===== src/rtl/flash_cmd_pkg.sv =====
package flash_cmd_pkg;

  typedef logic [7:0] byte_t;

  typedef enum logic [2:0] {
    SQ_IDLE,
    SQ_KEY1,
    SQ_KEY2,
    SQ_PGM_DATA,
    SQ_ERS_KEY0,
    SQ_ERS_KEY1,
    SQ_ERS_KEY2
  } seq_state_e;

  typedef struct packed {
    logic pgm;
    logic erase;
    logic lock;
    logic id_on;
    logic id_off;
  } seq_ev_t;

  localparam int    KEY_AW      = 15;
  localparam logic [KEY_AW-1:0] KEY_ADDR_A = 15'h5555;
  localparam logic [KEY_AW-1:0] KEY_ADDR_B = 15'h2AAA;

  localparam byte_t D_KEY1      = 8'hAA;
  localparam byte_t D_KEY2      = 8'h55;
  localparam byte_t D_PROG      = 8'hA0;
  localparam byte_t D_ERS_SETUP = 8'h80;
  localparam byte_t D_ERASE     = 8'h10;
  localparam byte_t D_LOCK      = 8'h40;
  localparam byte_t D_ID_ON     = 8'h90;
  localparam byte_t D_ID_OFF    = 8'hF0;

  localparam byte_t MFR_CODE    = 8'h1F;
  localparam byte_t DEV_BOTTOM  = 8'h23;
  localparam byte_t DEV_TOP     = 8'h27;

endpackage


===== src/rtl/flash_cmd_seq.sv =====
module flash_cmd_seq
  import flash_cmd_pkg::*;
(
  input  logic              clk,
  input  logic              rst_n,
  input  logic              acc,
  input  logic [KEY_AW-1:0] key_addr,
  input  byte_t             data,
  output seq_ev_t           ev
);

  seq_state_e state_q, state_d;
  logic       at_a, at_b;

  assign at_a = (key_addr == KEY_ADDR_A);
  assign at_b = (key_addr == KEY_ADDR_B);

  always_comb begin
    state_d = state_q;
    ev      = '0;
    if (acc) begin
      state_d = SQ_IDLE;
      unique case (state_q)
        SQ_IDLE:     if (at_a && data == D_KEY1) state_d = SQ_KEY1;
        SQ_KEY1:     if (at_b && data == D_KEY2) state_d = SQ_KEY2;
        SQ_KEY2: begin
          if (at_a && data == D_PROG)      state_d  = SQ_PGM_DATA;
          if (at_a && data == D_ERS_SETUP) state_d  = SQ_ERS_KEY0;
          if (at_a && data == D_ID_ON)     ev.id_on = 1'b1;
        end
        SQ_PGM_DATA: ev.pgm = 1'b1;
        SQ_ERS_KEY0: if (at_a && data == D_KEY1) state_d = SQ_ERS_KEY1;
        SQ_ERS_KEY1: if (at_b && data == D_KEY2) state_d = SQ_ERS_KEY2;
        SQ_ERS_KEY2: begin
          if (at_a && data == D_ERASE) ev.erase = 1'b1;
          if (at_a && data == D_LOCK)  ev.lock  = 1'b1;
        end
        default:     state_d = SQ_IDLE;
      endcase
      // F0 outside a program data slot never matches a sequence step,
      // so it always ends the identification mode
      if (state_q != SQ_PGM_DATA && data == D_ID_OFF) ev.id_off = 1'b1;
    end
  end

  always_ff @(posedge clk) begin
    if (!rst_n) state_q <= SQ_IDLE;
    else        state_q <= state_d;
  end

endmodule


===== src/rtl/flash_boot_gate.sv =====
module flash_boot_gate #(
  parameter int AW       = 20,
  parameter int BOOT_AW  = 14,
  parameter bit TOP_BOOT = 1'b0
) (
  input  logic [AW-1:0] addr,
  input  logic          lock,
  input  logic          hv_override,
  output logic          in_boot,
  output logic          protect
);

  generate
    if (TOP_BOOT) begin : g_top
      assign in_boot = &addr[AW-1:BOOT_AW];
    end else begin : g_bottom
      assign in_boot = ~|addr[AW-1:BOOT_AW];
    end
  endgenerate

  assign protect = lock && !hv_override;

endmodule


===== src/rtl/flash_id_rom.sv =====
module flash_id_rom
  import flash_cmd_pkg::*;
#(
  parameter int AW       = 20,
  parameter bit TOP_BOOT = 1'b0
) (
  input  logic          id_active,
  input  logic [AW-1:0] rd_addr,
  input  logic          lock,
  output byte_t         id_data
);

  localparam byte_t DEV_CODE = TOP_BOOT ? DEV_TOP : DEV_BOTTOM;

  always_comb begin
    id_data = '0;
    if (id_active) begin
      if (rd_addr == AW'(0))      id_data = MFR_CODE;
      else if (rd_addr == AW'(1)) id_data = DEV_CODE;
      else if (rd_addr == AW'(2)) id_data = {7'b0, lock};
    end
  end

endmodule


===== src/rtl/flash_cmd_decoder.sv =====
module flash_cmd_decoder
  import flash_cmd_pkg::*;
#(
  parameter int AW         = 20,
  parameter int BOOT_BYTES = 16384,
  parameter bit TOP_BOOT   = 1'b0
) (
  input  logic          clk,
  input  logic          rst_n,
  input  logic          ce_n,
  input  logic          oe_n,
  input  logic          hv_override,
  input  logic          wr_valid,
  output logic          wr_ready,
  input  logic [AW-1:0] wr_addr,
  input  logic [7:0]    wr_data,
  output logic          pgm_valid,
  input  logic          pgm_ready,
  output logic [AW-1:0] pgm_addr,
  output logic [7:0]    pgm_data,
  input  logic [7:0]    old_byte,
  output logic          ers_valid,
  input  logic          ers_ready,
  output logic          ers_keep_boot,
  output logic          id_active,
  input  logic [AW-1:0] rd_addr,
  output logic [7:0]    id_data
);

  localparam int BOOT_AW = $clog2(BOOT_BYTES);

  logic          acc;
  seq_ev_t       ev;
  logic          boot_hit, protect;
  logic          pgm_valid_q, ers_valid_q, ers_keep_q;
  logic [AW-1:0] pgm_addr_q;
  byte_t         pgm_byte_q;
  logic          lock_q, id_q;

  assign wr_ready = !pgm_valid_q && !ers_valid_q;
  assign acc      = wr_valid && wr_ready && !ce_n && oe_n;

  flash_cmd_seq u_seq (
    .clk      (clk),
    .rst_n    (rst_n),
    .acc      (acc),
    .key_addr (wr_addr[KEY_AW-1:0]),
    .data     (wr_data),
    .ev       (ev)
  );

  flash_boot_gate #(.AW(AW), .BOOT_AW(BOOT_AW), .TOP_BOOT(TOP_BOOT)) u_gate (
    .addr        (wr_addr),
    .lock        (lock_q),
    .hv_override (hv_override),
    .in_boot     (boot_hit),
    .protect     (protect)
  );

  flash_id_rom #(.AW(AW), .TOP_BOOT(TOP_BOOT)) u_id (
    .id_active (id_q),
    .rd_addr   (rd_addr),
    .lock      (lock_q),
    .id_data   (id_data)
  );

  always_ff @(posedge clk) begin
    if (!rst_n) begin
      pgm_valid_q <= 1'b0;
      pgm_addr_q  <= '0;
      pgm_byte_q  <= '0;
      ers_valid_q <= 1'b0;
      ers_keep_q  <= 1'b0;
      lock_q      <= 1'b0;
      id_q        <= 1'b0;
    end else begin
      if (pgm_valid_q && pgm_ready) pgm_valid_q <= 1'b0;
      if (ers_valid_q && ers_ready) ers_valid_q <= 1'b0;
      // events only fire on accepted writes, i.e. with no request pending
      if (ev.pgm && !(boot_hit && protect)) begin
        pgm_valid_q <= 1'b1;
        pgm_addr_q  <= wr_addr;
        pgm_byte_q  <= wr_data;
      end
      if (ev.erase) begin
        ers_valid_q <= 1'b1;
        ers_keep_q  <= protect;
      end
      if (ev.lock)        lock_q <= 1'b1;
      if (ev.id_on)       id_q   <= 1'b1;
      else if (ev.id_off) id_q   <= 1'b0;
    end
  end

  assign pgm_valid     = pgm_valid_q;
  assign pgm_addr      = pgm_addr_q;
  assign pgm_data      = pgm_byte_q & old_byte;
  assign ers_valid     = ers_valid_q;
  assign ers_keep_boot = ers_keep_q;
  assign id_active     = id_q;

endmodule



===== config.mk =====
export PLATFORM = sky130hd
export DESIGN_NAME = flash_cmd_decoder
export DESIGN_NICKNAME = d
export VERILOG_FILES = /design/src/rtl/flash_cmd_pkg.sv /design/src/rtl/flash_cmd_seq.sv /design/src/rtl/flash_boot_gate.sv /design/src/rtl/flash_id_rom.sv /design/src/rtl/flash_cmd_decoder.sv
export SDC_FILE = /design/constraint.sdc
export NUM_CORES = 1
export LEC_CHECK = 0
export CAP_MARGIN = 20
export CORE_UTILIZATION = 43
export CTS_BUF_LIST = sky130_fd_sc_hd__clkbuf_8
export CTS_CLUSTER_DIAMETER = 80
export DETAILED_ROUTE_END_ITERATION = 8
export GPL_TIMING_DRIVEN = 0
export PLACE_DENSITY = 0.91
export SLEW_MARGIN = 10
export SYNTH_ARGS = -nofsm -noshare
export SYNTH_HDL_FRONTEND = slang
export SYNTH_HIERARCHICAL = 1
export SYNTH_SLANG_ARGS = --single-unit

===== constraint.sdc =====
create_clock -name clk -period 2.4 [get_ports clk]
set_input_delay 0.36 -clock clk [delete_from_list [all_inputs] [get_ports clk]]
set_output_delay 0.36 -clock clk [all_outputs]
set_load 0.05 [all_outputs]

Word level (Yosys, flattened, before mapping) --
Cells that the tools add are included.
Word-level totals: bits of input ports 64, word-level logic and storage cells 82, bits in registers 36
Cells by class: multiplexer cells 25, equal/unequal tests 19, reductions and logical operators 29, bitwise gates (word level) 1
Operators by type and width (number):
- $eq A8 B8 Y1 const B | 5
- $mux W8 | 3
- $eq A20 B1 Y1 const B | 1
- $eq A20 B2 Y1 const B | 1
- $logic_not A20 Y1 | 1
- $logic_and A1 B1 Y1 | 17
- $eq A8 B7 Y1 const B | 2
- $eq A15 B14 Y1 const B | 1
- $eq A15 B15 Y1 const B | 1
- $pmux W3 S5 | 1
- $mux W1 | 14
- $eq A3 B3 Y1 const B | 3
- $mux W3 | 3
- $and A8 B8 Y8 | 1
- $eq A8 B5 Y1 const B | 1
- $eq A3 B2 Y1 const B | 2
- $logic_not A1 Y1 | 6
- $mux W2 | 3
- $reduce_bool A2 Y1 | 3
- $reduce_or A6 Y1 | 1
- $mux W5 | 1
- $eq A3 B1 Y1 const B | 1
- $logic_not A3 Y1 | 1
- $ne A3 B2 Y1 const B | 1

Logic depth before layout (Yosys ltp) --
depth after elaboration 8, gate-level depth with buffers 7

Hierarchy --
Netlist, hierarchy kept.
Modules (own cells, without submodules):
- flash_cmd_decoder | cells an instance 147, area each 1360.1 um^2, instances 1
- flash_cmd_seq | cells an instance 53, area each 411.6 um^2, instances 1
- flash_id_rom | cells an instance 18, area each 106.4 um^2, instances 1
- flash_boot_gate | cells an instance 3, area each 23.8 um^2, instances 1

Least setup slack after synthesis --
Ideal clock, no wire load.
path type register to output, start register id_q, in the netlist id_active, end output port id_data[3], path slack -0.939 ns, required time 2.040 ns, stages on the path, launching flop included 4, data arrival time 2.979 ns, path buffers 1, cell sequence dfxtp_1 > nand4_1 > nor4_1 > buf_4
On the way: word-level cells in the longest chain between the ends 1
RTL lines:
- start: declaration | line flash_cmd_decoder.sv:38 | logic lock_q, id_q;
- start signal: assignment | line flash_cmd_decoder.sv:75 | id_q <= 1'b0;
- start signal: assignment | line flash_cmd_decoder.sv:90 | if (ev.id_on) id_q <= 1'b1;
- start signal: assignment | line flash_cmd_decoder.sv:91 | else if (ev.id_off) id_q <= 1'b0;
- $mux W8 | line flash_id_rom.sv:17 | if (id_active) begin
- end: declaration | line flash_cmd_decoder.sv:27 | output logic [7:0] id_data
Every way passes these cells.

Worst setup path in the final report --
start input port rd_addr[5], end output port id_data[0]
On the way: word-level cells in the longest chain between the ends 5, elaborated cells between the ends (all ways) 7, classes of those cells 2 x eq/ne; 4 x mux; 1 x reduce/logical
RTL lines:
- start: declaration | line flash_cmd_decoder.sv:26 | input logic [AW-1:0] rd_addr,
- $eq A20 B2 Y1 | line flash_id_rom.sv:20 | else if (rd_addr == AW'(2)) id_data = {7'b0, lock};
- $mux W1 | line flash_id_rom.sv:20
- $mux W8 | line flash_id_rom.sv:19 | else if (rd_addr == AW'(1)) id_data = DEV_CODE;
- $mux W8 (*) | line flash_id_rom.sv:18 | if (rd_addr == AW'(0)) id_data = MFR_CODE;
- $mux W8 (*) | line flash_id_rom.sv:17
Mark *: on every way between the ends. The rest lies on a longest branch, timed or not.

==> metrics.md <==
| Metric | Value |
|---|---|
| Via count | `2062` |
| Area leader, netlist | `dfxtp_1` |
| R2r endpoint | `ers_keep_boot` |
| Power Density | `392 nW/µm²` |
| Final Power | `0.00121 W` |
| Gr ovfl total | `0` |
| Slew HR | `65.9%` |
| Setup WS pre-CTS | `-0.615 ns` |
| DR iter-0 viols | `128` |
| Vias per cell | `5.38` |
| Post-Syn Area | `1900 µm²` |
| CP cell instances | `clkdlybuf4s50_1, nor4_1, nand2_1, nor3_1, clkdlybuf4s15_2` |
| CTS buffer count | `5` |
| Hold WC Path Type | `flip-flop to flip-flop` |
| Critical Path RT | `2.04 ns` |
| Main area contributors after synthesis | `dfxtp_1 38%, mux2i_1 15%, nand2_1 13%` |
| CP max-delay cell | `clkdlybuf4s50_1` |
| CTS root buf | `clkbuf_8` |
| Post-Route WL | `5.71 mm` |
| CTS tree | `built` |
| Layout fillers | `302` |
| GPL Wtd Cong | `1.04` |
| Clk Latency, worst-skew pair | `0.28 ns` |
| Avg Inst Size Synth | `8.61 µm²` |
| Largest net degree at the start of global routing | `11` |
| Post-DP HPWL | `4.41 mm` |
| Port buffer count | `102` |
| CP peak stage delay | `0.40 ns` |
| Mapped Cells | `221` |
| Initial Util | `46.2%` |
| Die width | `68.5 µm` |
| Most common cell after layout, fill and taps aside | `clkdlybuf4s50_1` |
| Total track usage | `25.1%` |
| DRC Markers | `0` |
| Reg2reg path depth | `7` |
| Finish-stage setup viols | `0` |
| Pre-antenna DRT Iters | `4` |
| Io pins | `105` |
| Sequential share of the synthesized area | `37.9%` |
| N_diodes | `0` |
| Period minus WS final | `2.32 ns` |
| Setup crit end | `id_data[0]` |
| Area of the multi-input gates | `1110 µm²` |
| Post-route setup slack | `0.0763 ns` |
| Nets | `396` |
| Sequential Area | `721 µm²` |
| FF-to-FF setup slack | `0.51 ns` |
| Area of the die | `4690 µm²` |
| Max clock buf depth | `2` |
| Initial antenna violation count | `0` |
| CTS sink count | `36` |
| Crit path capture type | `primary output` |
| Hold WS | `0.453 ns` |
| Crit Path Class | `input port to primary output` |
| Final hold viol count | `0` |
| Die height | `68.5 µm` |
| First-pass GRT wire length | `8.73 mm` |
| Vias in the first global route | `1968` |
| Leak | `1.12 nW` |
| WL/cell | `14.9 µm` |
| Most frequent cells in the layout | `96 x clkdlybuf4s50_1, 64 x nand2_1, 36 x dfxtp_1` |
| Nature of the critical path startpoint | `input port` |
| Htree depth | `2` |
| Post-route ant nets | `0` |
| Final Max Slew Viols | `0` |
| Final setup skew | `0.00395 ns` |
| Max Fclk | `0.430 GHz` |
| Max FO, Critical Path | `4` |
| CP Launch Point | `rd_addr[5]` |
| Number of synthesized register bits | `36` |
| Slew @ Worst Pin | `0.510 ns` |
| Status | `complete, no violations` |
| Post-CTS Hold Fix Bufs | `0` |
| Max Cap Viol | `0` |
| Reg-to-Reg Start | `ers_valid` |
| Row count | `23` |
| Core footprint | `4120 µm²` |
| Share of the synthesized area in the top cell type | `37.9%` |
| Clk slew on worst S/H paths | `0.07 ns` |
| Final Cycle Share | `96.8%` |
| VDD IR max | `0.328 mV` |
| Data arrival time of the worst path | `1.96 ns` |
| Yosys cell types | `35` |
| Area Overhead vs Synth | `62.9%` |
| Synth warnings | `6` |
| Layout cells sized above 1 | `11.4%` |
## final cells by class
| type | count | area share [%] |
|---|---|---|
| well taps | 50 | 2.02 |
| clock buffers | 6 | 2.67 |
| plain buffers | 14 | 3.19 |
| clock inverters | 2 | 0.242 |
| repair buffers | 103 | 32.6 |
| flip-flops and latches | 36 | 23.3 |
| inverters | 2 | 0.242 |
| multi-input cells | 170 | 35.8 |
## synthesized netlist by cell type (all sizes together)
cell and instances:
a21boi 2, and2 9, and3b 3, and4b 1, and4bb 1, buf 14, conb 1, dfxtp 36
inv 2, mux2i 29, nand2 64, nand3 2, nand3b 1, nand4 5, nand4b 1, nand4bb 1
nor2 8, nor2b 8, nor3 6, nor4 11, nor4bb 5, o21a 4, o21ai 3, o311ai 1
o31ai 1, or3b 1, or4 1
## worst max-delay path, delay by kind of cell
| kind | cells | cell delay [ns] |
|---|---|---|
| buffers and inverters | 2 | 0.80 |
| AND/OR/NAND/NOR | 3 | 0.80 |
## routing by layer
metal  vias up  track usage (%)  wire (µm)
met5         -                0          0
met4         0             12.0         78
met3        12             6.58        579
met2       109             44.0       2810
met1       955             28.0       2250
li1        986                -          -
## registers in the layout, summed over array words and instances, names as in the netlist
| name | flops |
|---|---|
| lock_q | 1 |
| u_seq/state_q | 3 |
| ers_valid | 1 |
| pgm_valid | 1 |
| pgm_addr | 20 |
| ers_keep_boot | 1 |
| pgm_byte_q | 8 |
| id_active | 1 |
## cells by family (layout without fill, tap and decap cells)
logic type / after synthesis / count (layout) / share of synthesized area (%)
AO/OA/AOI/OAI: 11 / 11 / 4.21
buffers and inverters: 16 / 127 / 5.59
flip-flops: 36 / 36 / 37.9
multiplexers: 29 / 29 / 15.3
other: 1 / 2 / 0.197
AND/OR/NAND/NOR: 128 / 128 / 36.8
## how the worst min path moves through the flow
stage	from	end	cells past startpoint	slack, ns
detailed placement	pgm_addr[13]	pgm_addr[13]	2	0.45
finish	pgm_byte_q[4]	pgm_byte_q[4]	2	0.45
global route	pgm_byte_q[4]	pgm_byte_q[4]	2	0.47
global placement	pgm_byte_q[4]	pgm_byte_q[4]	2	0.44
floorplan	pgm_byte_q[0]	pgm_byte_q[0]	2	0.43
CTS	pgm_addr[13]	pgm_addr[13]	2	0.46
## repair_timing
item                                    4_1_cts  5_1_grt
endpoints found under the setup margin        6        5
pin swaps                                     1        0
setup buffers                                 1        0
gates resized for setup                      23       11
## stage by stage
| step | util (%) | std cells | TNS (ns) | cell area, µm² |
|---|---|---|---|---|
| after floorplan | - | 222 | -0.129 | 1930 |
| after global placement | 73.2 | 374 | -2.76 | 3010 |
| after detailed placement | 73.2 | 374 | -3.14 | 3010 |
| after CTS | 75.4 | 383 | 0 | 3100 |
| after global routing | 75.3 | 383 | -0.00124 | 3100 |
| final | 75.3 | 383 | 0 | 3100 |
## where the power goes
group | switching, W | internal (W) | leakage [nW]
combinational | 0.0000764 | 0.000114 | 0.772
clock | 0.000201 | 0.000225 | 0.0538
sequential | 0.000000000000786 | 0.000597 | 0.290
total | 0.000277 | 0.000937 | 1.12
(Power assumes the default switching activity.)
